### src/rtl/cyc_codec_pkg.sv
package cyc_codec_pkg;
    localparam int DEF_DATA_W = 4;
    localparam int DEF_GEN_W  = 4;
    localparam logic [DEF_GEN_W-1:0] DEF_GEN = 4'b1011;

    function automatic int code_width(input int data_w, input int gen_w);
        return data_w + gen_w - 1;
    endfunction
endpackage

### src/rtl/div_step.sv
module div_step #(
    parameter int GEN_W = 4,
    parameter logic [GEN_W-1:0] GEN = 4'b1011
) (
    input  logic [GEN_W-1:0] window_i,
    output logic [GEN_W-2:0] rem_o
);
    localparam int REM_W = GEN_W - 1;

    // leading bit selects generator or all-zero subtrahend
    logic lead;
    assign lead = window_i[GEN_W-1];

    for (genvar i = 0; i < REM_W; i++) begin : g_bit
        assign rem_o[i] = window_i[i] ^ (lead & GEN[i]);
    end
endmodule

### src/rtl/div_engine.sv
module div_engine #(
    parameter int DIV_W = 7,
    parameter int GEN_W = 4,
    parameter logic [GEN_W-1:0] GEN = 4'b1011
) (
    input  logic             clk,
    input  logic             rst,
    input  logic             start_i,
    input  logic [DIV_W-1:0] dividend_i,
    output logic             busy_o,
    output logic             done_o,
    output logic             valid_o,
    output logic [GEN_W-2:0] rem_o
);
    localparam int REM_W = GEN_W - 1;
    localparam int STEPS = DIV_W - REM_W;
    localparam int CNT_W = $clog2(STEPS + 1);
    localparam logic [CNT_W-1:0] LAST = CNT_W'(STEPS - 1);

    typedef struct packed {
        logic             busy;
        logic             done;
        logic             valid;
        logic [CNT_W-1:0] cnt;
        logic [REM_W-1:0] acc;
        logic [STEPS-1:0] rest;
    } eng_t;

    eng_t st_q, st_d;
    logic [REM_W-1:0] step_rem;

    div_step #(.GEN_W(GEN_W), .GEN(GEN)) i_step (
        .window_i ({st_q.acc, st_q.rest[STEPS-1]}),
        .rem_o    (step_rem)
    );

    always_comb begin
        st_d      = st_q;
        st_d.done = 1'b0;
        if (!st_q.busy && start_i) begin
            st_d.busy  = 1'b1;
            st_d.valid = 1'b0;
            st_d.cnt   = '0;
            st_d.acc   = dividend_i[DIV_W-1 -: REM_W];
            st_d.rest  = dividend_i[STEPS-1:0];
        end else if (st_q.busy) begin
            st_d.acc  = step_rem;
            st_d.rest = st_q.rest << 1;
            st_d.cnt  = st_q.cnt + 1'b1;
            if (st_q.cnt == LAST) begin
                st_d.busy  = 1'b0;
                st_d.done  = 1'b1;
                st_d.valid = 1'b1;
            end
        end
    end

    always_ff @(posedge clk) begin
        if (rst) st_q <= '0;
        else     st_q <= st_d;
    end

    assign busy_o  = st_q.busy;
    assign done_o  = st_q.done;
    assign valid_o = st_q.valid;
    assign rem_o   = st_q.acc;

    a_r1_reset_idle: assert property (@(posedge clk)
        rst |=> (!st_q.busy && !st_q.done && !st_q.valid));
    a_r2_done_follows_run: assert property (@(posedge clk) disable iff (rst)
        st_q.done |-> $past(st_q.busy));
    a_r4_done_single: assert property (@(posedge clk) disable iff (rst)
        st_q.done |=> !st_q.done);
    a_r11_valid_idle: assert property (@(posedge clk) disable iff (rst)
        !(st_q.valid && st_q.busy));
    a_r5_busy_runs_on: assert property (@(posedge clk) disable iff (rst)
        (st_q.busy && st_q.cnt != LAST) |=> st_q.busy);
endmodule

### src/rtl/cyc_encoder.sv
module cyc_encoder #(
    parameter int DATA_W = 4,
    parameter int GEN_W  = 4,
    parameter logic [GEN_W-1:0] GEN = 4'b1011
) (
    input  logic                      clk,
    input  logic                      rst,
    input  logic                      start_i,
    input  logic [DATA_W-1:0]         data_i,
    output logic                      busy_o,
    output logic                      done_o,
    output logic [DATA_W+GEN_W-2:0]   code_o
);
    localparam int REM_W  = GEN_W - 1;
    localparam int CODE_W = DATA_W + REM_W;

    typedef struct packed {
        logic [DATA_W-1:0] data;
    } enc_t;

    enc_t st_q, st_d;
    logic eng_busy, eng_valid;
    logic [REM_W-1:0] eng_rem;

    div_engine #(.DIV_W(CODE_W), .GEN_W(GEN_W), .GEN(GEN)) i_eng (
        .clk        (clk),
        .rst        (rst),
        .start_i    (start_i),
        .dividend_i ({data_i, {REM_W{1'b0}}}),
        .busy_o     (eng_busy),
        .done_o     (done_o),
        .valid_o    (eng_valid),
        .rem_o      (eng_rem)
    );

    always_comb begin
        st_d = st_q;
        if (start_i && !eng_busy) st_d.data = data_i;
    end

    always_ff @(posedge clk) begin
        if (rst) st_q <= '0;
        else     st_q <= st_d;
    end

    assign busy_o = eng_busy;
    assign code_o = {st_q.data, eng_rem};

    a_r5_data_locked: assert property (@(posedge clk) disable iff (rst)
        eng_busy |=> $stable(st_q.data));
    a_r4_code_held: assert property (@(posedge clk) disable iff (rst)
        (eng_valid && !start_i) |=> $stable(code_o));
endmodule

### src/rtl/cyc_checker.sv
module cyc_checker #(
    parameter int DATA_W = 4,
    parameter int GEN_W  = 4,
    parameter logic [GEN_W-1:0] GEN = 4'b1011
) (
    input  logic                    clk,
    input  logic                    rst,
    input  logic                    start_i,
    input  logic [DATA_W+GEN_W-2:0] word_i,
    output logic                    busy_o,
    output logic                    done_o,
    output logic [GEN_W-2:0]        syndrome_o,
    output logic                    accept_o,
    output logic                    discard_o,
    output logic [DATA_W-1:0]       data_o
);
    localparam int REM_W  = GEN_W - 1;
    localparam int CODE_W = DATA_W + REM_W;

    typedef struct packed {
        logic [CODE_W-1:0] word;
    } chk_t;

    chk_t st_q, st_d;
    logic eng_busy, eng_valid, syn_zero;
    logic [REM_W-1:0] eng_rem;

    div_engine #(.DIV_W(CODE_W), .GEN_W(GEN_W), .GEN(GEN)) i_eng (
        .clk        (clk),
        .rst        (rst),
        .start_i    (start_i),
        .dividend_i (word_i),
        .busy_o     (eng_busy),
        .done_o     (done_o),
        .valid_o    (eng_valid),
        .rem_o      (eng_rem)
    );

    always_comb begin
        st_d = st_q;
        if (start_i && !eng_busy) st_d.word = word_i;
    end

    always_ff @(posedge clk) begin
        if (rst) st_q <= '0;
        else     st_q <= st_d;
    end

    assign syn_zero   = (eng_rem == '0);
    assign busy_o     = eng_busy;
    assign syndrome_o = eng_valid ? eng_rem : '0;
    assign accept_o   = eng_valid && syn_zero;
    assign discard_o  = eng_valid && !syn_zero;
    assign data_o     = accept_o ? st_q.word[CODE_W-1 -: DATA_W] : '0;

    a_r11_one_verdict: assert property (@(posedge clk) disable iff (rst)
        !(accept_o && discard_o));
    a_r11_quiet_busy: assert property (@(posedge clk) disable iff (rst)
        eng_busy |-> (!accept_o && !discard_o));
    a_r7_accept_shows_data: assert property (@(posedge clk) disable iff (rst)
        accept_o |-> (data_o == st_q.word[CODE_W-1 -: DATA_W] && syndrome_o == '0));
    a_r8_discard_blank: assert property (@(posedge clk) disable iff (rst)
        discard_o |-> (data_o == '0 && syndrome_o != '0));
endmodule

### src/rtl/cyc_codec.sv
module cyc_codec
    import cyc_codec_pkg::*;
#(
    parameter int DATA_W = DEF_DATA_W,
    parameter int GEN_W  = DEF_GEN_W,
    parameter logic [GEN_W-1:0] GEN = DEF_GEN,
    localparam int CODE_W = code_width(DATA_W, GEN_W),
    localparam int REM_W  = GEN_W - 1
) (
    input  logic              clk,
    input  logic              rst,
    input  logic              enc_start,
    input  logic [DATA_W-1:0] enc_data,
    output logic              enc_busy,
    output logic              enc_done,
    output logic [CODE_W-1:0] enc_code,
    input  logic              chk_start,
    input  logic [CODE_W-1:0] chk_word,
    output logic              chk_busy,
    output logic              chk_done,
    output logic [REM_W-1:0]  chk_syndrome,
    output logic              chk_accept,
    output logic              chk_discard,
    output logic [DATA_W-1:0] chk_data
);
    cyc_encoder #(.DATA_W(DATA_W), .GEN_W(GEN_W), .GEN(GEN)) i_enc (
        .clk     (clk),
        .rst     (rst),
        .start_i (enc_start),
        .data_i  (enc_data),
        .busy_o  (enc_busy),
        .done_o  (enc_done),
        .code_o  (enc_code)
    );

    cyc_checker #(.DATA_W(DATA_W), .GEN_W(GEN_W), .GEN(GEN)) i_chk (
        .clk        (clk),
        .rst        (rst),
        .start_i    (chk_start),
        .word_i     (chk_word),
        .busy_o     (chk_busy),
        .done_o     (chk_done),
        .syndrome_o (chk_syndrome),
        .accept_o   (chk_accept),
        .discard_o  (chk_discard),
        .data_o     (chk_data)
    );
endmodule

### config.mk
export PLATFORM = sky130hd
export DESIGN_NAME = cyc_codec
export DESIGN_NICKNAME = d
export VERILOG_FILES = /design/src/rtl/cyc_codec_pkg.sv /design/src/rtl/div_step.sv /design/src/rtl/div_engine.sv /design/src/rtl/cyc_encoder.sv /design/src/rtl/cyc_checker.sv /design/src/rtl/cyc_codec.sv
export SDC_FILE = /design/constraint.sdc
export NUM_CORES = 1
export LEC_CHECK = 0
export ABC_AREA = 0
export BUFFER_PORTS_ARGS = -buffer_cell sky130_fd_sc_hd__buf_2
export CAP_MARGIN = 20
export CORE_MARGIN = 4
export CORE_UTILIZATION = 25
export CTS_CLUSTER_DIAMETER = 150
export DETAILED_ROUTE_END_ITERATION = 7
export GPL_TIMING_DRIVEN = 0
export PLACE_DENSITY = 0.43
export SLEW_MARGIN = 0
export SYNTH_ARGS = -nofsm -noshare
export SYNTH_HDL_FRONTEND = slang
export SYNTH_SLANG_ARGS = --single-unit
### constraint.sdc
create_clock -name clk -period 1.7 [get_ports clk]
set_clock_uncertainty 0.1 [all_clocks]
set_input_delay 0.085 -clock clk [delete_from_list [all_inputs] [get_ports clk]]
set_output_delay 0.085 -clock clk [all_outputs]
set_load 0.05 [all_outputs]
After elaboration in Yosys (flattened, before gate mapping)
Index checks and enable logic that the tools add are counted.

Input bits: 15. Bits in registers: 34. Output and inout bits: 20. Word-level logic and storage cells: 50.

Add/subtract/negate cells: 2. Reduce and logical (&&, ||, !) cells: 16. Eq/ne operators: 2. Bitwise gates (word level): 6. Mux-type cells: 10.

Operators with widths (number): two-way mux 13 bit (2); two-way mux 7 bit (2); two-way mux 3 bit (3); adder 3 x 1 -> 3 bit (second input constant) (2); == test 3 x 2 -> 1 bit (second input constant) (2); OR reduction 3 bit (2); logical AND 1 bit (4); two-way mux 4 bit (1); AND reduction 2 bit (2); nonzero test 2 bit (2); OR reduction 2 bit (2); bitwise XOR 1 bit (4); logical NOT 1 bit (3); logical NOT 3 bit (1); two-way mux 1 bit (2); inverter 1 bit (2).

Longest topological paths before layout
Gate-level depths: netlist of run 1.

Word-level depth: 4. Gate-level depth with buffers: 5. Mapped depth without buffers: 5.

Hierarchy
From an unflattened synthesis of run 1, not the netlist that was laid out.

Cells, all modules: 169. Area, all modules: 1711.6 um^2.

By module, submodules not included: div_engine (i_chk.i_eng) (instances 1, cells each 60, sequential area each 260.2 um^2, area each 614.3 um^2); div_engine (i_enc.i_eng) (instances 1, cells each 59, sequential area each 260.2 um^2, area each 604.3 um^2); cyc_checker (instances 1, cells each 26, sequential area each 80.1 um^2, area each 255.2 um^2); cyc_encoder (instances 1, cells each 18, sequential area each 80.1 um^2, area each 187.7 um^2); div_step (instances 2, cells each 3, sequential area each 0.0 um^2, area each 25.0 um^2).

Worst setup path before layout of run 1
OpenSTA, ideal clock, no wires.

Path kind: register to register. Start point: register i_chk.i_eng.st_q (netlist bit i_chk.i_eng.busy_o). End point: register i_chk.i_eng.st_q (netlist bit i_chk.i_eng.rem_o[2]). Setup slack: 233 ps. Data required time: 1472 ps. Stages on the path, launching flop included: 5. Period minus slack after synthesis: 1467 ps. Arrival: 1240 ps. Cells stage by stage: dfxtp_1 buf_4 buf_4 mux2i_1 nor2_1.

Word-level cells in the longest chain between the ends: 3.

RTL lines: start: declaration (line div_engine.sv:29) `eng_t st_q, st_d;`; start signal: assignment (line div_engine.sv:60) `else st_q <= st_d;`; logical NOT 1 bit (line div_engine.sv:40) `if (!st_q.busy && start_i) begin`; logical AND 1 bit (line div_engine.sv:40); two-way mux 7 bit / nonzero test 2 bit (equally long branches).

Several ways; a longest one is shown, not always the timed one. A chain may end at the register's enable or synchronous reset.

Final worst setup path of run 1
Start point: register i_chk.i_eng.st_q (netlist bit i_chk.i_eng.rem_o[2]). End point: output port chk_data[3].

Word-level cells in the longest chain between the ends: 3.

RTL lines: logical NOT 3 bit (line cyc_checker.sv:49) `assign syn_zero = (eng_rem == '0);`; logical AND 1 bit (line cyc_checker.sv:52) `assign accept_o = eng_valid && syn_zero;`; two-way mux 4 bit (line cyc_checker.sv:54) `assign data_o = accept_o ? st_q.word[CODE_W-1 -: DATA_W] : '0;`; end: declaration (line cyc_codec.sv:24) `output logic [DATA_W-1:0] chk_data`.

Every way passes these cells.

==> flow_summary.ini, run 1 <==
[run_status]
status = finished, final reports clean

[global_routing]
track_usage_pct = 9.96
grt_antenna_before_repair = 0
grt_pass1_wl_um = 5560
grt.overflow.total = 0
grt_max_degree = 11
grt_pass1_vias = 1172

[synthesis]
synth-seq-area-share_pct = 42.6
synth_area_leader_cell = dfxtp_1
synth_cell_types = 27
syn_area_mm2 = 0.00141
async_flop_share_pct = 0
postSynthAreaPerCell_um2 = 9.72
yosys_warnings = 0
yosysTopAreaCellShare_pct = 42.6
syn_nets = 165
synth_edf_count = 0
synth_area_leaders = dfxtp_1 43%, mux2i_1 11%, nor2_1 5.9%
synth_seq_cells = 30
synth_ff_type = dfxtp_1
synth_cells = 145

[timing]
finalCriticalPeriod_ns = 1.56
whs_ns = 0.0388
worst_slew_pin_slew_ns = 0.604
slew_headroom_pct = 59.7
setup_tns_ns = 0
grt_setup_unrepaired = false
setup_viol = 0
slew_viol_final = 0
fmax_ghz = 0.643
hold_viol_final = 0
fin_crit_sh_pct = 91.5

[cells_and_area]
areaGrowthSynthToFinish_pct = 30.7
fill_cells = 585
stdcell_count = 266
antenna_cells = 0
nNetsFinal = 213
layout-drive-gt1-share_pct = 28.4

[floorplanning]
dieArea_mm2 = 0.00691
initial_core_util_pct = 25.8
rows = 27
die_height_um = 83.1
core_mm2 = 0.00547
io_pins = 35
die_w_um = 83.1

[clock_network]
cts_tree = built
numCtsBuffers = 5
clk_pin_slew_ns = 0.06
clk_root_buffer_cell = clkbuf_8
clock-sinks = 30
clk_latency_ns = 0.27
cts_htree_levels = 2
postCtsSetupRepairBufs = 0
cts.path.max_buffers = 2

[place]
io_buffers = 33
dp_cells = 250
gp_congestion = 0.729
place.detailed.hpwl_um = 2360

[detailed_routing]
via_count = 1124
drc_errors = 0
wire_per_inst_um = 12.1
final_antenna_net_count = 0
drt-pass1-iter-count = 4
drt-total-wl_um = 3210
drt_iter0_drc = 41
viasPerCell = 4.23

[setup_path]
crit_path_max_incr_delay_ns = 0.38
crit_type = flip-flop to output port
startpoint = i_chk.i_eng.rem_o[2]
path_delay_family = simple AND/OR/NAND/NOR gates
r2r-end = i_enc.i_eng.st_q[9]
crit_path_end = chk_data[3]
worst-r2r-setup-slack_ns = 0.38
r2r-start = i_enc.i_eng.st_q[7]
worstPathMaxFanout = 6
reg2reg_depth = 5
cp_num_buf_inv = 1
cp_slowest_cell = dfxtp_1
worstPathCellList = nor3_4 -> and3_1 -> buf_2
end_kind = output port
crit_cells = 3
crit_required_ns = 1.51
critPathLaunchType = flip-flop
cp.arrival_ns = 1.37

[flow_run]
maxCapViolCount = 0

[pwr]
ir_drop_mv = 0.315
p_leak_uw = 0.000839
power_density_mw_per_mm2 = 895

[hold_path]
min_path_type = input port to flip-flop
logic make-up after synthesis:
family                     synth area share (%)
buffers and inverters                      8.07
AOI/OAI and AO/OA                          8.52
DFF                                        42.6
adders and majority gates                  4.44
xor gates and xnor gates                   2.48
muxes                                      15.4
and+or+nand+nor                            18.5
placed cells by master, fill, tap and decap left out, types with 5 or more instances in the layout:
master         synthesis  final
a211oi_1               9      9
a21oi_1                6      6
buf_2                  0     33
buf_4                  7      7
clkbuf_1               4      5
clkbuf_8               0      6
dfxtp_1               30     30
dlygate4sd3_1          0      8
ha_1                   5      5
inv_1                  5      5
mux2i_1               15     15
nor2_1                22     22
nor2b_1                5      5
area by class of cell:
| cell class | instances | area (um2) | share of cell area, % |
|---|---|---|---|
| tap | 72 | 90.1 | 4.89 |
| clock inverter | 1 | 5.00 | 0.272 |
| multi-input combinational | 96 | 702 | 38.1 |
| inverter | 5 | 18.8 | 1.02 |
| timing repair buffer | 41 | 245 | 13.3 |
| buffer | 14 | 95.1 | 5.16 |
| sequential | 30 | 601 | 32.6 |
| clock buffer | 7 | 86.3 | 4.68 |
power by group:
group	leakage [uW]	switching, uW	internal (uW)
sequential	0.000246	32.6	744
clock	0.0000482	258	326
combinational	0.000544	160	129
total	0.000839	451	1200
worst min-delay path by stage:
stage / start / endpoint / slack (ns) / depth (start not counted)
finish: chk_word[0] / i_chk.i_eng.st_q[0] / 0.04 / 3
global route: chk_word[0] / i_chk.i_eng.st_q[0] / 0.08 / 3
CTS: chk_word[0] / i_chk.i_eng.st_q[0] / 0.02 / 3
detailed placement: enc_data[3] / i_enc.st_q[3] / 0.25 / 3
global placement: enc_data[1] / i_enc.st_q[1] / 0.24 / 3
floorplan: chk_word[3] / i_chk.st_q[3] / 0.13 / 2
repair_timing:
item,in CTS,in global routing
hold buffers,8,0
endpoints found under the setup margin,0,5
gates resized for setup,0,1
hold endpoints to repair,8,0
routing by layer:
| layer | global-route usage (%) | wire length, um | up-vias |
|---|---|---|---|
| met1 | 12.0 | 1510 | 522 |
| met2 | 15.7 | 1520 | 17 |
| li1 | - | - | 581 |
| met3 | 3.67 | 117 | 4 |
| met5 | 0 | 0 | - |
| met4 | 4.46 | 61 | 0 |
per-stage QoR:
stage	total power, uW	utilization [%]	instance area, um2	setup slack, ns
after floorplan	994	-	1410	0.233
after global placement	1060	30.4	1670	0.382
after detailed placement	1070	30.4	1670	0.368
after CTS	1680	33.6	1840	0.0645
after global routing	1750	33.7	1840	0.0210
final	1650	33.7	1840	0.144
Yosys cell counts, types with 2 or more instances:
cell / n
dfxtp_1: 30
nor2_1: 22
mux2i_1: 15
a211oi_1: 9
buf_4: 7
a21oi_1: 6
ha_1: 5
inv_1: 5
nor2b_1: 5
and2_1: 4
and3_1: 4
clkbuf_1: 4
nor3b_1: 4
xnor2_1: 4
mux2_4: 3
nand2b_1: 3
and2b_1: 2
buf_6: 2
nor3_1: 2
o31a_1: 2
state kept, by name, indices dropped and copies added (netlist names):
signal               flops
i_chk.i_eng.st_q         7
i_chk.st_q               4
i_enc.i_eng.st_q         4
i_enc.st_q               4
i_chk.i_eng.rem_o        3
i_enc.i_eng.rem_o        3
i_chk.i_eng.busy_o       1
i_chk.i_eng.done_o       1
i_chk.i_eng.valid_o      1
i_enc.i_eng.busy_o       1
i_enc.i_eng.done_o       1
tightest hold or removal path, delay by kind of cell:
kind / cells / cell delay, ns
AND/OR/NAND/NOR: 1 / 0.13
multiplexers: 1 / 0.06
buffers and inverters: 1 / 0.09
(Power assumes the default switching activity.)
==> run 2, diff against run 1 <==
--- a/config.mk
+++ b/config.mk
@@ -8,12 +8,14 @@
 export ABC_AREA = 0
 export BUFFER_PORTS_ARGS = -buffer_cell sky130_fd_sc_hd__buf_2
 export CAP_MARGIN = 20
+export CELL_PAD_IN_SITES_DETAIL_PLACEMENT = 1
+export CELL_PAD_IN_SITES_GLOBAL_PLACEMENT = 2
 export CORE_MARGIN = 4
 export CORE_UTILIZATION = 25
 export CTS_CLUSTER_DIAMETER = 150
 export DETAILED_ROUTE_END_ITERATION = 7
 export GPL_TIMING_DRIVEN = 0
-export PLACE_DENSITY = 0.43
+export PLACE_DENSITY = 0.65
 export SLEW_MARGIN = 0
 export SYNTH_ARGS = -nofsm -noshare
 export SYNTH_HDL_FRONTEND = slang
==> constraint.sdc (replaced) <==
create_clock -name clk -period 1.42 [get_ports clk]
set_clock_uncertainty 0.1 [all_clocks]
set_input_delay 0.071 -clock clk [delete_from_list [all_inputs] [get_ports clk]]
set_output_delay 0.071 -clock clk [all_outputs]
set_load 0.05 [all_outputs]
==> flow_summary.ini, run 2 (synthesis results as in run 1) <==
[clock_network]
clock-sinks = 30
clk_pin_slew_ns = 0.07
clk_latency_ns = 0.28
cts.path.max_buffers = 2
cts_htree_levels = 2
numCtsBuffers = 5
cts_tree = built
clk_root_buffer_cell = clkbuf_8

[pwr]
p_switching_uw = 582
switching_share_pct = 27.1
power_density_mw_per_mm2 = 1100
power_frac_seq_pct = 43.4
clockPowerShare_pct = 39.9
p_int_uw = 1570
p_comb_share_pct = 16.7
ir_drop_mv = 0.371
p_leak_uw = 0.000859

[cells_and_area]
largest_register_ffs = 7
final_cell_mix = 27 x buf_2, 25 x dfxtp_1, 22 x nor2_1, 15 x mux2i_1
seq_area_um2 = 609
multi_input_comb_area_um2 = 717
regMostFlops = i_chk.i_eng.st_q
final_common_cell = buf_2
layout-drive-gt1-share_pct = 33.3
areaGrowthSynthToFinish_pct = 38.1
fill_cells = 641
antenna_cells = 0
fin_util_pct = 35.6
nNetsFinal = 214

[place]
place.detailed.hpwl_um = 2660
gp_congestion = 0.703
io_buffers = 33

[hold_path]
min_path_type = input port to flip-flop
worst_hold_startpoint = chk_word[2]
holdPathStages = 4
holdPathEnd = i_chk.i_eng.st_q[2]

[detailed_routing]
via_count = 1164
dr_wl_met2_um = 1790
viasPerCell = 4.36
drt-total-wl_um = 3600
final_antenna_net_count = 0
drt-pass1-iter-count = 4
wire_per_inst_um = 13.5
wl_met3_um = 212
drc_errors = 0
routed.top_layer = met4
drt_iter0_drc = 32
wl_met1_um = 1570

[global_routing]
grt_max_degree = 12
grt.overflow.total = 0
track_usage_pct = 10.9
grt_pass1_vias = 1271
grt_pass1_wl_um = 6070
grt_antenna_before_repair = 0

[timing]
setup_viol = 5
hold_viol_final = 0
slew_headroom_pct = 62.4
finalCriticalPeriod_ns = 1.46
fmax_ghz = 0.684
worst_slew_pin_slew_ns = 0.563
grt_setup_unrepaired = true
slew_viol_final = 0
worst_slack_ns = -0.0416
whs_ns = 0.0745
fin_crit_sh_pct = 103

[floorplanning]
rows = 27
die_height_um = 83.1
core_mm2 = 0.00547
dieArea_mm2 = 0.00691
io_pins = 35
die_w_um = 83.1
initial_core_util_pct = 25.8

[run_status]
status = finished, violations left
violations = negative setup slack

[setup_path]
crit_type = flip-flop to output port
worst-r2r-setup-slack_ns = 0.11
worstPathMaxFanout = 6
r2r-start = i_enc.i_eng.st_q[7]
reg2reg_depth = 5
r2r-end = i_enc.i_eng.st_q[9]
critPathLaunchType = flip-flop
crit_required_ns = 1.25
end_kind = output port
cp.arrival_ns = 1.29

[flow_run]
maxCapViolCount = 0
[run 2: worst max-delay path: stages (launching register included)]
cell	delay [ns]
dfxtp_4	0.36
nor3_4	0.27
and3_4	0.24
buf_8	0.14
[run 2: how the worst max path moves through the flow]
stage | start | to | slack [ns] | depth (start not counted)
after floorplan | i_enc.i_eng.busy_o | i_enc.i_eng.rem_o[2] | 0.006 | 3
after global placement | i_chk.i_eng.rem_o[2] | chk_data[3] | 0.11 | 3
after detailed placement | i_chk.i_eng.rem_o[2] | chk_data[3] | 0.1 | 3
after CTS | i_chk.i_eng.rem_o[1] | chk_data[3] | -0.03 | 3
after global routing | i_chk.i_eng.rem_o[2] | chk_data[1] | -0.14 | 3
final | i_chk.i_eng.rem_o[2] | chk_data[1] | -0.04 | 3
[run 2: layer usage]
metal,GRT usage (%),up-vias
li1,-,582
met1,12.6,548
met3,4.46,3
met4,3.12,0
met5,0,-
met2,18.3,31
[run 2: layout make-up]
type	count	share of cell area [%]
Timing Repair Buffer	43	16.0
Tap cell	72	4.63
Inverter	5	0.964
Clock inverter	3	2.06
Buffer	13	4.69
Clock buffer	5	3.53
Sequential cell	30	31.3
Multi-Input combinational cell	96	36.8
[run 2: power groups by stage]
stage	registers (uW)	clock network, uW	logic [uW]
after floorplan	978	0	212
after global placement	946	0	326
after detailed placement	950	0	335
after CTS	936	887	358
after global routing	940	934	392
final	933	858	358
[run 2: per-stage QoR]
step | cell area, um2 | instances | total power (uW) | setup TNS, ns | setup slack, ns
CTS | 1910 | 266 | 2180 | -0.105 | -0.0329
floorplan | 1410 | 145 | 1190 | 0 | 0.00583
finish | 1950 | 267 | 2150 | -0.156 | -0.0416
global placement | 1670 | 250 | 1270 | 0 | 0.109
detailed placement | 1670 | 250 | 1280 | 0 | 0.0963
global route | 1950 | 267 | 2270 | -0.630 | -0.137
[run 2: repair_timing]
| item | in CTS | in global routing |
|---|---|---|
| setup buffers | 0 | 1 |
| resized for setup | 15 | 10 |
| hold buffers | 9 | 0 |
| setup endpoints to repair | 9 | 9 |
| hold endpoints to repair | 9 | 0 |
| pin swaps | 2 | 3 |
==> run 3, diff against run 2 <==
--- a/config.mk
+++ b/config.mk
@@ -15,7 +15,7 @@
 export CTS_CLUSTER_DIAMETER = 150
 export DETAILED_ROUTE_END_ITERATION = 7
 export GPL_TIMING_DRIVEN = 0
-export PLACE_DENSITY = 0.65
+export PLACE_DENSITY = 0.63
 export SLEW_MARGIN = 0
 export SYNTH_ARGS = -nofsm -noshare
 export SYNTH_HDL_FRONTEND = slang
==> constraint.sdc (replaced) <==
create_clock -name clk -period 1.8 [get_ports clk]
set_clock_uncertainty 0.1 [all_clocks]
set_input_delay 0.09 -clock clk [delete_from_list [all_inputs] [get_ports clk]]
set_output_delay 0.09 -clock clk [all_outputs]
set_load 0.05 [all_outputs]
==> flow_summary.ini, run 3 (synthesis results as in run 1) <==
[run_status]
status = finished, final reports clean

[global_routing]
grt_antenna_before_repair = 0
track_usage_pct = 11.4
grt_max_degree = 11
grt.overflow.total = 0
grt_pass1_vias = 1294
grt_pass1_wl_um = 6350

[detailed_routing]
drt-pass1-iter-count = 2
drt-total-wl_um = 3470
final_antenna_net_count = 0
via_count = 1160
drt_iter0_drc = 21
viasPerCell = 4.38
drc_errors = 0
wire_per_inst_um = 13.1

[timing]
finalCriticalPeriod_ns = 1.63
worst_slew_pin_slew_ns = 0.517
fmax_ghz = 0.615
whs_ns = 0.0237
setup_viol = 0
fin_crit_sh_pct = 90.3
hold_viol_final = 0
grt_setup_unrepaired = false
slew_headroom_pct = 65.5
slew_viol_final = 0
setup_tns_ns = 0

[pwr]
p_leak_uw = 0.000827
total_power_uw = 1510
power_density_mw_per_mm2 = 827
ir_drop_mv = 0.290

[place]
gp_congestion = 0.713
io_buffers = 33
place.detailed.hpwl_um = 2580
place_area_mm2 = 0.00167

[cells_and_area]
largest_register_ffs = 7
layout-drive-gt1-share_pct = 27.5
nNetsFinal = 213
final_common_cell = buf_2
regMostFlops = i_chk.i_eng.st_q
areaGrowthSynthToFinish_pct = 29.2
final_cell_mix = 33 x buf_2, 30 x dfxtp_1, 22 x nor2_1, 15 x mux2i_1, 9 x a211oi_1
final_area_mm2 = 0.00182
antenna_cells = 0

[clock_network]
postCtsSetupRepairBufs = 0
clk_latency_ns = 0.27
clk_root_buffer_cell = clkbuf_8
cts_tree = built
numCtsBuffers = 5
cts.path.max_buffers = 2
clock-sinks = 30
cts_htree_levels = 2
clk_pin_slew_ns = 0.06

[setup_path]
crit_path_max_incr_delay_ns = 0.36
crit_required_ns = 1.61
cp_slowest_cell = dfxtp_1
cp.arrival_ns = 1.44
worstPathMaxFanout = 6
end_kind = output port
critPathLaunchType = flip-flop
cp_num_buf_inv = 1
path_delay_family = simple AND/OR/NAND/NOR gates
worstPathCellList = nor3_2 -> and3_1 -> buf_2
crit_type = flip-flop to output port

[floorplanning]
rows = 27
die_w_um = 83.1
die_height_um = 83.1
core_mm2 = 0.00547
initial_core_util_pct = 25.8
io_pins = 35
dieArea_mm2 = 0.00691

[flow_run]
maxCapViolCount = 0

[hold_path]
min_path_type = input port to flip-flop
==> run 3: cell count changes in the layout (fill, tap and decap cells not counted), moves of 2 or more <==
cell	change
dfxtp_1	+5
buf_8	-3
and3_4	-3
buf_6	-3
buf_2	+6
dfxtp_2	-4
clkbuf_1	+3
and3_1	+3
clkinv_2	-2
==> run 3: per-layer routing <==
layer	share of wire [%]	routed length (um)	global-route usage, %
met2	49	1710	19.0
met1	44	1540	13.6
met5	0	0	0
met3	4.7	163	4.27
met4	1.4	49	3.57
==> run 3: final timing paths <==
check / start / end / slack, ns / cells after the start
setup / recovery: i_chk.i_eng.rem_o[2] / chk_data[1] / 0.17 / 3
hold / removal: chk_word[0] / i_chk.i_eng.st_q[0] / 0.02 / 3
setup reg to reg: i_enc.i_eng.st_q[7] / i_enc.i_eng.st_q[9] / 0.49 / 5
hold reg to reg: i_chk.i_eng.valid_o / i_chk.i_eng.valid_o / 0.39 / 2
==> run 3: final cells by class <==
| cell class | instances | area, um2 |
|---|---|---|
| plain buffers | 14 | 95.1 |
| clock buffers | 7 | 76.3 |
| fillers | 666 | 3650 |
| inverters | 5 | 18.8 |
| multi-input cells | 96 | 696 |
| flip-flops and latches | 30 | 601 |
| well taps | 72 | 90.1 |
| repair buffers | 41 | 245 |
==> run 3: stage by stage <==
stage / instances / util, % / worst slack [ns]
2_1_floorplan: 145 / - / 0.333
4_1_cts: 265 / 33.3 / 0.136
3_3_place_gp: 250 / 30.4 / 0.476
5_1_grt: 265 / 33.3 / 0.0144
3_5_place_dp: 250 / 30.4 / 0.444
6_report: 265 / 33.3 / 0.174
==> run 3: repair_timing <==
| action | 4_1_cts | 5_1_grt |
|---|---|---|
| gates resized for setup | 0 | 0 |
| hold buffers | 8 | 0 |
| endpoints found under the hold margin | 8 | 0 |
==> run 3: power breakdown <==
part           internal (uW)  switching [uW]
logic                    120             151
registers                703            29.7
clock network            266             237
==> run 3: tightest hold or removal path, stage by stage <==
cell	delay [ns]
buf_2	0.07
mux2i_1	0.05
nor3_1	0.12
